<file path="config.mk">
export PLATFORM = sky130hd
export DESIGN_NAME = bet_seq
export DESIGN_NICKNAME = d
export VERILOG_FILES = /design/src/rtl/bet_pkg.sv /design/src/rtl/bet_regs.sv /design/src/rtl/bet_ctrl.sv /design/src/rtl/bet_cmp.sv /design/src/rtl/bet_seq.sv
export SDC_FILE = /design/constraint.sdc
export NUM_CORES = 1
export LEC_CHECK = 0
export CAP_MARGIN = 25
export CORE_MARGIN = 4
export CORE_UTILIZATION = 48
export CTS_CLUSTER_SIZE = 10
export DETAILED_ROUTE_END_ITERATION = 6
export DONT_BUFFER_PORTS = 1
export SYNTH_ARGS = -nofsm -noshare
export SYNTH_HDL_FRONTEND = slang
export SYNTH_HIERARCHICAL = 1
export SYNTH_SLANG_ARGS = --single-unit
</file>
<file path="constraint.sdc">
create_clock -name clk -period 2.46 [get_ports clk]
set_input_delay 0.492 -clock clk [delete_from_list [all_inputs] [get_ports clk]]
set_output_delay 0.492 -clock clk [all_outputs]
set_load 0.01 [all_outputs]
</file>
<file path="src/rtl/bet_pkg.sv">
package bet_pkg;

    localparam int CFG_AW = 8;

    localparam logic [CFG_AW-1:0] REG_BASE = 8'h00;
    localparam logic [CFG_AW-1:0] REG_DATA = 8'h04;
    localparam logic [CFG_AW-1:0] REG_MASK = 8'h08;
    localparam logic [CFG_AW-1:0] REG_INV  = 8'hAC;
    localparam logic [CFG_AW-1:0] REG_TEN  = 8'hB8;

    typedef enum logic [2:0] {
        ST_IDLE,
        ST_WR_PLAIN,
        ST_WR_INV,
        ST_RD_ISSUE,
        ST_RD_WAIT,
        ST_DONE
    } seq_state_e;

endpackage

</file>
<file path="src/rtl/bet_regs.sv">
module bet_regs
    import bet_pkg::*;
#(
    parameter int ADDR_W = 16,
    parameter int DATA_W = 32,
    parameter int BE_W   = DATA_W / 8
) (
    input  logic              clk,
    input  logic              rst_n,
    input  logic              cfg_wr,
    input  logic [CFG_AW-1:0] cfg_addr,
    input  logic [DATA_W-1:0] cfg_wdata,
    input  logic              lock,
    output logic [ADDR_W-1:0] base_addr,
    output logic [DATA_W-1:0] pat_data,
    output logic [BE_W-1:0]   pat_mask,
    output logic              inv_en,
    output logic              test_en
);

    logic wr_ok;

    // Writes are only accepted while the sequencer is idle
    assign wr_ok = cfg_wr && !lock;

    always_ff @(posedge clk) begin
        if (!rst_n) begin
            base_addr <= '0;
            pat_data  <= '0;
            pat_mask  <= '0;
            inv_en    <= 1'b0;
            test_en   <= 1'b0;
        end else if (wr_ok) begin
            unique case (cfg_addr)
                REG_BASE: base_addr <= cfg_wdata[ADDR_W-1:0];
                REG_DATA: pat_data  <= cfg_wdata;
                REG_MASK: pat_mask  <= cfg_wdata[BE_W-1:0];
                REG_INV:  inv_en    <= cfg_wdata[0];
                REG_TEN:  test_en   <= cfg_wdata[0];
                default: ;
            endcase
        end
    end

endmodule

</file>
<file path="src/rtl/bet_ctrl.sv">
module bet_ctrl
    import bet_pkg::*;
#(
    parameter int ADDR_W  = 16,
    parameter int DATA_W  = 32,
    parameter int BE_W    = DATA_W / 8,
    parameter int NUM_OPS = 3
) (
    input  logic              clk,
    input  logic              rst_n,
    input  logic              start,
    input  logic              inv_en,
    input  logic [ADDR_W-1:0] base_addr,
    input  logic [DATA_W-1:0] pat_data,
    input  logic [BE_W-1:0]   pat_mask,
    input  logic              req_ready,
    input  logic              rd_valid,
    output logic              req_valid,
    output logic              req_write,
    output logic [ADDR_W-1:0] req_addr,
    output logic [DATA_W-1:0] req_wdata,
    output logic [BE_W-1:0]   req_be,
    output logic              busy,
    output logic              done,
    output logic              launch,
    output logic              rd_phase
);

    localparam int OP_W = (NUM_OPS > 1) ? $clog2(NUM_OPS) : 1;
    localparam logic [OP_W-1:0] OP_LAST = OP_W'(NUM_OPS - 1);

    seq_state_e      state, nxt;
    logic [OP_W-1:0] op_idx;
    logic [OP_W-1:0] rd_idx;
    logic            fire;
    logic            op_last;
    logic            rd_last;

    assign fire    = req_valid && req_ready;
    assign op_last = (op_idx == OP_LAST);
    assign rd_last = rd_valid && (rd_idx == OP_LAST);

    // State register and operation counters
    always_ff @(posedge clk) begin
        if (!rst_n) begin
            state  <= ST_IDLE;
            op_idx <= '0;
            rd_idx <= '0;
        end else begin
            state <= nxt;
            if (launch) begin
                op_idx <= '0;
                rd_idx <= '0;
            end else begin
                if (fire) begin
                    op_idx <= op_last ? '0 : op_idx + 1'b1;
                end
                if (rd_valid && rd_phase) begin
                    rd_idx <= rd_idx + 1'b1;
                end
            end
        end
    end

    // Next-state logic
    always_comb begin
        nxt = state;
        unique case (state)
            ST_IDLE:     if (start) nxt = ST_WR_PLAIN;
            ST_WR_PLAIN: if (fire && op_last) nxt = inv_en ? ST_WR_INV : ST_RD_ISSUE;
            ST_WR_INV:   if (fire && op_last) nxt = ST_RD_ISSUE;
            ST_RD_ISSUE: if (fire && op_last) nxt = ST_RD_WAIT;
            ST_RD_WAIT:  if (rd_last) nxt = ST_DONE;
            ST_DONE:     nxt = ST_IDLE;
            default:     nxt = ST_IDLE;
        endcase
    end

    // Output decode
    always_comb begin
        req_valid = 1'b0;
        req_write = 1'b0;
        req_wdata = pat_data;
        req_be    = pat_mask;
        busy      = 1'b1;
        done      = 1'b0;
        launch    = 1'b0;
        rd_phase  = 1'b0;
        unique case (state)
            ST_IDLE: begin
                busy   = 1'b0;
                launch = start;
            end
            ST_WR_PLAIN: begin
                req_valid = 1'b1;
                req_write = 1'b1;
            end
            ST_WR_INV: begin
                req_valid = 1'b1;
                req_write = 1'b1;
                req_wdata = ~pat_data;
                req_be    = ~pat_mask;
            end
            ST_RD_ISSUE: begin
                req_valid = 1'b1;
                req_be    = '1;
                rd_phase  = 1'b1;
            end
            ST_RD_WAIT: begin
                req_be   = '1;
                rd_phase = 1'b1;
            end
            ST_DONE: begin
                busy = 1'b0;
                done = 1'b1;
            end
            default: busy = 1'b0;
        endcase
    end

    assign req_addr = base_addr + ADDR_W'(op_idx);

endmodule

</file>
<file path="src/rtl/bet_cmp.sv">
module bet_cmp #(
    parameter int DATA_W  = 32,
    parameter int BE_W    = DATA_W / 8,
    parameter int NUM_OPS = 3,
    parameter int ERR_W   = $clog2(NUM_OPS + 1)
) (
    input  logic              clk,
    input  logic              rst_n,
    input  logic              clear,
    input  logic              sample,
    input  logic [DATA_W-1:0] rd_data,
    input  logic [DATA_W-1:0] pat_data,
    input  logic [BE_W-1:0]   pat_mask,
    output logic [ERR_W-1:0]  err_count,
    output logic              pass
);

    localparam logic [ERR_W-1:0] ERR_MAX = '1;

    logic [DATA_W-1:0] wide_mask;
    logic [DATA_W-1:0] expect_word;
    logic              mismatch;

    // Widen each mask bit across its byte lane
    for (genvar g = 0; g < BE_W; g++) begin : g_lane
        assign wide_mask[g*8 +: 8] = {8{pat_mask[g]}};
    end

    assign expect_word = (pat_data & wide_mask) | (~pat_data & ~wide_mask);
    assign mismatch    = (rd_data != expect_word);

    always_ff @(posedge clk) begin
        if (!rst_n) begin
            err_count <= '0;
        end else if (clear) begin
            err_count <= '0;
        end else if (sample && mismatch && (err_count != ERR_MAX)) begin
            err_count <= err_count + 1'b1;
        end
    end

    assign pass = (err_count == '0);

endmodule

</file>
<file path="src/rtl/bet_seq.sv">
module bet_seq
    import bet_pkg::*;
#(
    parameter int ADDR_W  = 16,
    parameter int DATA_W  = 32,
    parameter int NUM_OPS = 3
) (
    input  logic                             clk,
    input  logic                             rst_n,
    input  logic                             cfg_wr,
    input  logic [7:0]                       cfg_addr,
    input  logic [DATA_W-1:0]                cfg_wdata,
    input  logic                             start,
    output logic                             mem_req_valid,
    input  logic                             mem_req_ready,
    output logic                             mem_req_write,
    output logic [ADDR_W-1:0]                mem_req_addr,
    output logic [DATA_W-1:0]                mem_req_wdata,
    output logic [DATA_W/8-1:0]              mem_req_be,
    input  logic                             mem_rd_valid,
    input  logic [DATA_W-1:0]                mem_rd_data,
    output logic                             busy,
    output logic                             done,
    output logic                             pass,
    output logic [$clog2(NUM_OPS+1)-1:0]     err_count
);

    localparam int BE_W  = DATA_W / 8;
    localparam int ERR_W = $clog2(NUM_OPS + 1);

    logic [ADDR_W-1:0] base_addr;
    logic [DATA_W-1:0] pat_data;
    logic [BE_W-1:0]   pat_mask;
    logic              inv_en;
    logic              test_en;
    logic              launch;
    logic              rd_phase;
    logic              sample;

    bet_regs #(
        .ADDR_W (ADDR_W),
        .DATA_W (DATA_W),
        .BE_W   (BE_W)
    ) u_regs (
        .clk       (clk),
        .rst_n     (rst_n),
        .cfg_wr    (cfg_wr),
        .cfg_addr  (cfg_addr),
        .cfg_wdata (cfg_wdata),
        .lock      (busy),
        .base_addr (base_addr),
        .pat_data  (pat_data),
        .pat_mask  (pat_mask),
        .inv_en    (inv_en),
        .test_en   (test_en)
    );

    bet_ctrl #(
        .ADDR_W  (ADDR_W),
        .DATA_W  (DATA_W),
        .BE_W    (BE_W),
        .NUM_OPS (NUM_OPS)
    ) u_ctrl (
        .clk       (clk),
        .rst_n     (rst_n),
        .start     (start),
        .inv_en    (inv_en),
        .base_addr (base_addr),
        .pat_data  (pat_data),
        .pat_mask  (pat_mask),
        .req_ready (mem_req_ready),
        .rd_valid  (mem_rd_valid),
        .req_valid (mem_req_valid),
        .req_write (mem_req_write),
        .req_addr  (mem_req_addr),
        .req_wdata (mem_req_wdata),
        .req_be    (mem_req_be),
        .busy      (busy),
        .done      (done),
        .launch    (launch),
        .rd_phase  (rd_phase)
    );

    assign sample = mem_rd_valid && rd_phase && test_en;

    bet_cmp #(
        .DATA_W  (DATA_W),
        .BE_W    (BE_W),
        .NUM_OPS (NUM_OPS),
        .ERR_W   (ERR_W)
    ) u_cmp (
        .clk       (clk),
        .rst_n     (rst_n),
        .clear     (launch),
        .sample    (sample),
        .rd_data   (mem_rd_data),
        .pat_data  (pat_data),
        .pat_mask  (pat_mask),
        .err_count (err_count),
        .pass      (pass)
    );

endmodule

</file>
== After elaboration in Yosys (flattened, before gate mapping) ==
Cells that the tools add are included.

* $add $sub $neg: 4
* $mul: 0
* Divide/modulo/power cells: 0
* $lt $le $gt $ge: 0
* Eq/ne operators: 18
* Shift operators: 0
* Muxes and demuxes: 16
* Bitwise gates (word level): 7
* Reductions and logical operators: 23

{| class="wikitable"
|+ Operators by type and width
! kind !! count
|-
| $and 32x32->32 || 2
|-
| $not 32->32 || 2
|-
| $mux 32 || 1
|-
| $ne 32x32->1 || 1
|-
| $or 32x32->32 || 1
|-
| $add 16x2->16 || 1
|-
| $eq 8x8->1 const B || 2
|-
| $mux 3 || 5
|-
| $pmux 3 s5 || 1
|-
| $reduce_and 2->1 || 5
|-
| $eq 8x3->1 const B || 1
|-
| $eq 8x4->1 const B || 1
|-
| $logic_and 1x1->1 || 8
|-
| $logic_not 8->1 || 1
|-
| $ne 2x1->1 const B || 4
|-
| $pmux 4 s2 || 1
|-
| $mux 1 || 7
|-
| $add 2x1->2 const B || 3
|-
| $eq 3x2->1 const B || 2
|-
| $eq 3x3->1 const B || 2
|-
| $reduce_or 2->1 || 3
|-
| $reduce_and 5->1 || 1
|-
| $eq 2x2->1 const B || 2
|-
| $ne 2x2->1 const B || 2
|-
| 9 further kinds || 9
|}

* Flip-flop bits (word level): 63
* Latch bits: 0
* Memory bits (writable): 0
* Memory bits (read-only): 0
* Bits of input ports: 78
* Output and inout port bits: 59
* Logic and storage cells: 77
* Memories: 0

== Longest topological paths before layout ==
* Depth after elaboration: 7
* Gate-level depth with buffers: 8
* Depth with buffers taken out: 7

== Hierarchy ==
Netlist, hierarchy kept.

{| class="wikitable"
|+ Modules (own cells, without submodules)
! module !! times used !! cells an instance !! area each (um^2) !! seq. area each (um^2)
|-
| bet_regs || 1 || 219 || 2164.6 || 1081.0
|-
| bet_ctrl || 1 || 139 || 1109.8 || 140.1
|-
| bet_cmp || 1 || 79 || 641.9 || 40.0
|-
| bet_seq || 1 || 1 || 6.3 || 0.0
|}

== Worst setup path after synthesis ==
No wires, ideal clock.

* Path type: register to output
* Start point: register u_ctrl.op_idx[0]
* End point: output port mem_req_addr[10]
* Data arrival time: 1662 ps
* Required time: 1968 ps
* Path slack: 306 ps
* Cell stages (with the launch flop): 7
* Path buffers: 0
* Cell sequence: dfxtp_1 > ha_1 > inv_1 > fa_1 > and4bb_2 > nand3_1 > xnor2_1

* Word-level cells in the longest chain between the ends: 1

{| class="wikitable"
|+ Ends and longest elaborated chain
! element !! line !! RTL
|-
| start: declaration || bet_ctrl.sv:33 || <nowiki>logic [OP_W-1:0] op_idx;</nowiki>
|-
| start signal: assignment || bet_ctrl.sv:56 || <nowiki>op_idx <= op_last ? '0 : op_idx + 1'b1;</nowiki>
|-
| $add 16x2->16 || bet_ctrl.sv:121 || <nowiki>assign req_addr = base_addr + ADDR_W'(op_idx);</nowiki>
|-
| end: declaration || bet_seq.sv:17 || <nowiki>output logic [ADDR_W-1:0] mem_req_addr,</nowiki>
|}

Every way passes these cells.

== Worst setup path after layout ==
Same ends and word-level chain as after synthesis.

==> results.ini <==
[drt]
drt_first_pass_iters = 5
via_per_inst = 5.46
drt-initial-drc-count = 105
drc = 0
routed-via-count = 2981
wl_per_cell_um = 17.9
drtAntennaViolNets = 0
drt_wl_total_mm = 9.77

[power_and_ir_drop]
peakVddDrop_mv = 0.324
power.leakage_uw = 0.00218
p_per_area_nw_per_um2 = 486
p_total_uw = 2090

[layout]
area_growth_syn_to_layout_pct = 9.63
multi_input_area_sq_um = 2550
fin_area_sq_um = 4300
diodes = 0
final_cell_mix = 106 x nand2_1, 60 x mux2i_1, 60 x dfxtp_1
drive_gt1_frac = 0.126
ff_latch_area_sq_um = 1260
final_common_cell = nand2_1
final_nets = 523
nFillCells = 757

[clock_network]
cts_root_buf = clkbuf_8
htree_levels = 3
ctsHoldBuffers = 0
numCtsBuffers = 9
path_clk_slew_ns = 0.08
insertion_delay_ns = 0.34
clock-sinks = 63
cts_tree = built
clock_path_buffers = 2

[timing]
setup_viol = 0
finalCriticalPeriod_ns = 2.37
hold_violations = 0
rsz0062_at_grt = no
skew_ns = 0.00881
finalCritPeriodShare = 0.965
fmax_ghz = 0.421
finalMaxSlewViolations = 0
max-slew-margin-rel = 0.673
worst_slew_pin_slew_ns = 0.485
fin_ws_ns = 0.0870

[floorplanning]
die_w_um = 98.4
start_util = 0.500
rows = 32
pin_count = 137
die_y_um = 98.4
die-area_sq_um = 9680
coreArea_sq_um = 7850

[synthesis]
synth_edf_count = 0
synth_ff_type = dfxtp_1
syn_nets = 522
synth.area.top_cells = dfxtp_1 32%, mux2i_1 15%, xor2_1 12%
syn_area_per_cell_sq_um = 8.96
syn_inst = 438
netlist_area_sq_um = 3920
ys_warn_count = 6
ys_types = 52
async_flop_share = 0
yosysTopAreaCell = dfxtp_1
ys_ff_latch = 63
yosysTopAreaCellShare = 0.322
ys_seq_area_frac = 0.322

[run]
maxCapViolations = 0

[outcome]
status = finished clean

[global_route]
grt_max_degree = 90
first_global_vias = 3029
antenna_found_initial = 0
grt_pass1_wl_mm = 15.5
grtUsageTotal = 0.198
overflow = 0

[setup_path]
critical_path_class = register to output pin
start_kind = register
end_kind = output pin
worstPathMaxFanout = 4
arrival_ns = 1.88
required_ns = 1.97

[placement]
dp_hpwl_mm = 7.28
dp_slack_ns = 0.136
port_buffers = 0
gp_congestion = 0.803
postPlaceCellArea_sq_um = 3990

[min_path]
holdCritPathClass = primary input to register

==> kinds of logic after synthesis <==
family          share of synthesized area
simple gates                        0.227
flops                               0.322
mux                                 0.153
fa+ha+maj                          0.0211
buf+inv                            0.0447
xor+xnor                            0.188
compound gates                     0.0453
==> metrics by stage <==
step                      utilization  std cells  TNS, ns  hold WS [ns]
after floorplan                     -        438        0         0.434
after global placement          0.508        526        0         0.450
after detailed placement        0.508        526        0         0.458
after CTS                       0.546        546  -0.0353         0.266
after global routing            0.548        546        0         0.276
final                           0.548        546        0         0.282
==> routing by layer <==
layer,GRT usage,share of wire,vias to the layer above
met5,0,0,-
met4,0.0630,0.011,0
met3,0.0686,0.085,9
met2,0.321,0.47,106
met1,0.247,0.43,1399
li1,-,-,1467
==> critical path: stages (launching register included) <==
cell,delay [ns]
dfxtp_2,0.37
ha_4,0.15
inv_2,0.03
fa_2,0.34
and4bb_4,0.36
nand3_2,0.11
xnor2_2,0.20
==> path summary, 6_finish.rpt <==
check                    from             endpoint  slack (ns)  depth (start not counted)
min             cfg_wdata[29]  u_regs/pat_data[29]        0.28                          2
max          u_ctrl/op_idx[0]     mem_req_addr[10]        0.09                          6
max reg2reg   u_ctrl/state[2]   u_regs/pat_mask[2]        0.33                          6
min reg2reg     u_regs/inv_en        u_regs/inv_en        0.46                          2
==> cells in the mapped netlist, types with 2 or more instances <==
cell	number
nor4_1	3
nand3_4	2
xnor2_1	30
ha_1	5
xor2_1	54
buf_4	4
mux2i_1	60
nor2_1	9
a21oi_1	7
a21oi_2	2
nor2b_1	3
clkbuf_1	9
nand2b_1	4
nand4b_1	2
dfxtp_1	63
nand3_1	7
buf_6	5
o22ai_1	5
nand4_1	7
and4bb_2	2
nor3_1	6
inv_1	10
nand2_1	106
and3_1	4
buf_2	2
==> sequential cells by signal (all words and copies together), names as in the netlist <==
register / cells
u_regs/pat_data: 32
u_regs/base_addr: 16
u_regs/pat_mask: 4
u_ctrl/state: 3
u_cmp/err_count: 2
u_ctrl/op_idx: 2
u_ctrl/rd_idx: 2
u_regs/inv_en: 1
u_regs/test_en: 1
==> report_power, final <==
| group | internal [uW] | switching [uW] |
|---|---|---|
| clock network | 521 | 408 |
| logic | 56.4 | 75.6 |
| registers | 1020 | 5.05 |
| total | 1600 | 488 |
==> layout make-up <==
type / instances / share of cell area
inverters: 12 / 0.0105
well taps: 102 / 0.0297
repair buffers: 10 / 0.0233
clock buffers: 11 / 0.0352
flip-flops and latches: 63 / 0.294
multi-input cells: 343 / 0.594
clock inverters: 5 / 0.0131
==> timing repair <==
item                       in CTS  in global routing
buffers inserted                4                  0
setup endpoints to repair       6                  7
cloned                          0                  0
pin swaps                       4                  4
gates resized for setup        13                  3
(Power assumes the default switching activity.)
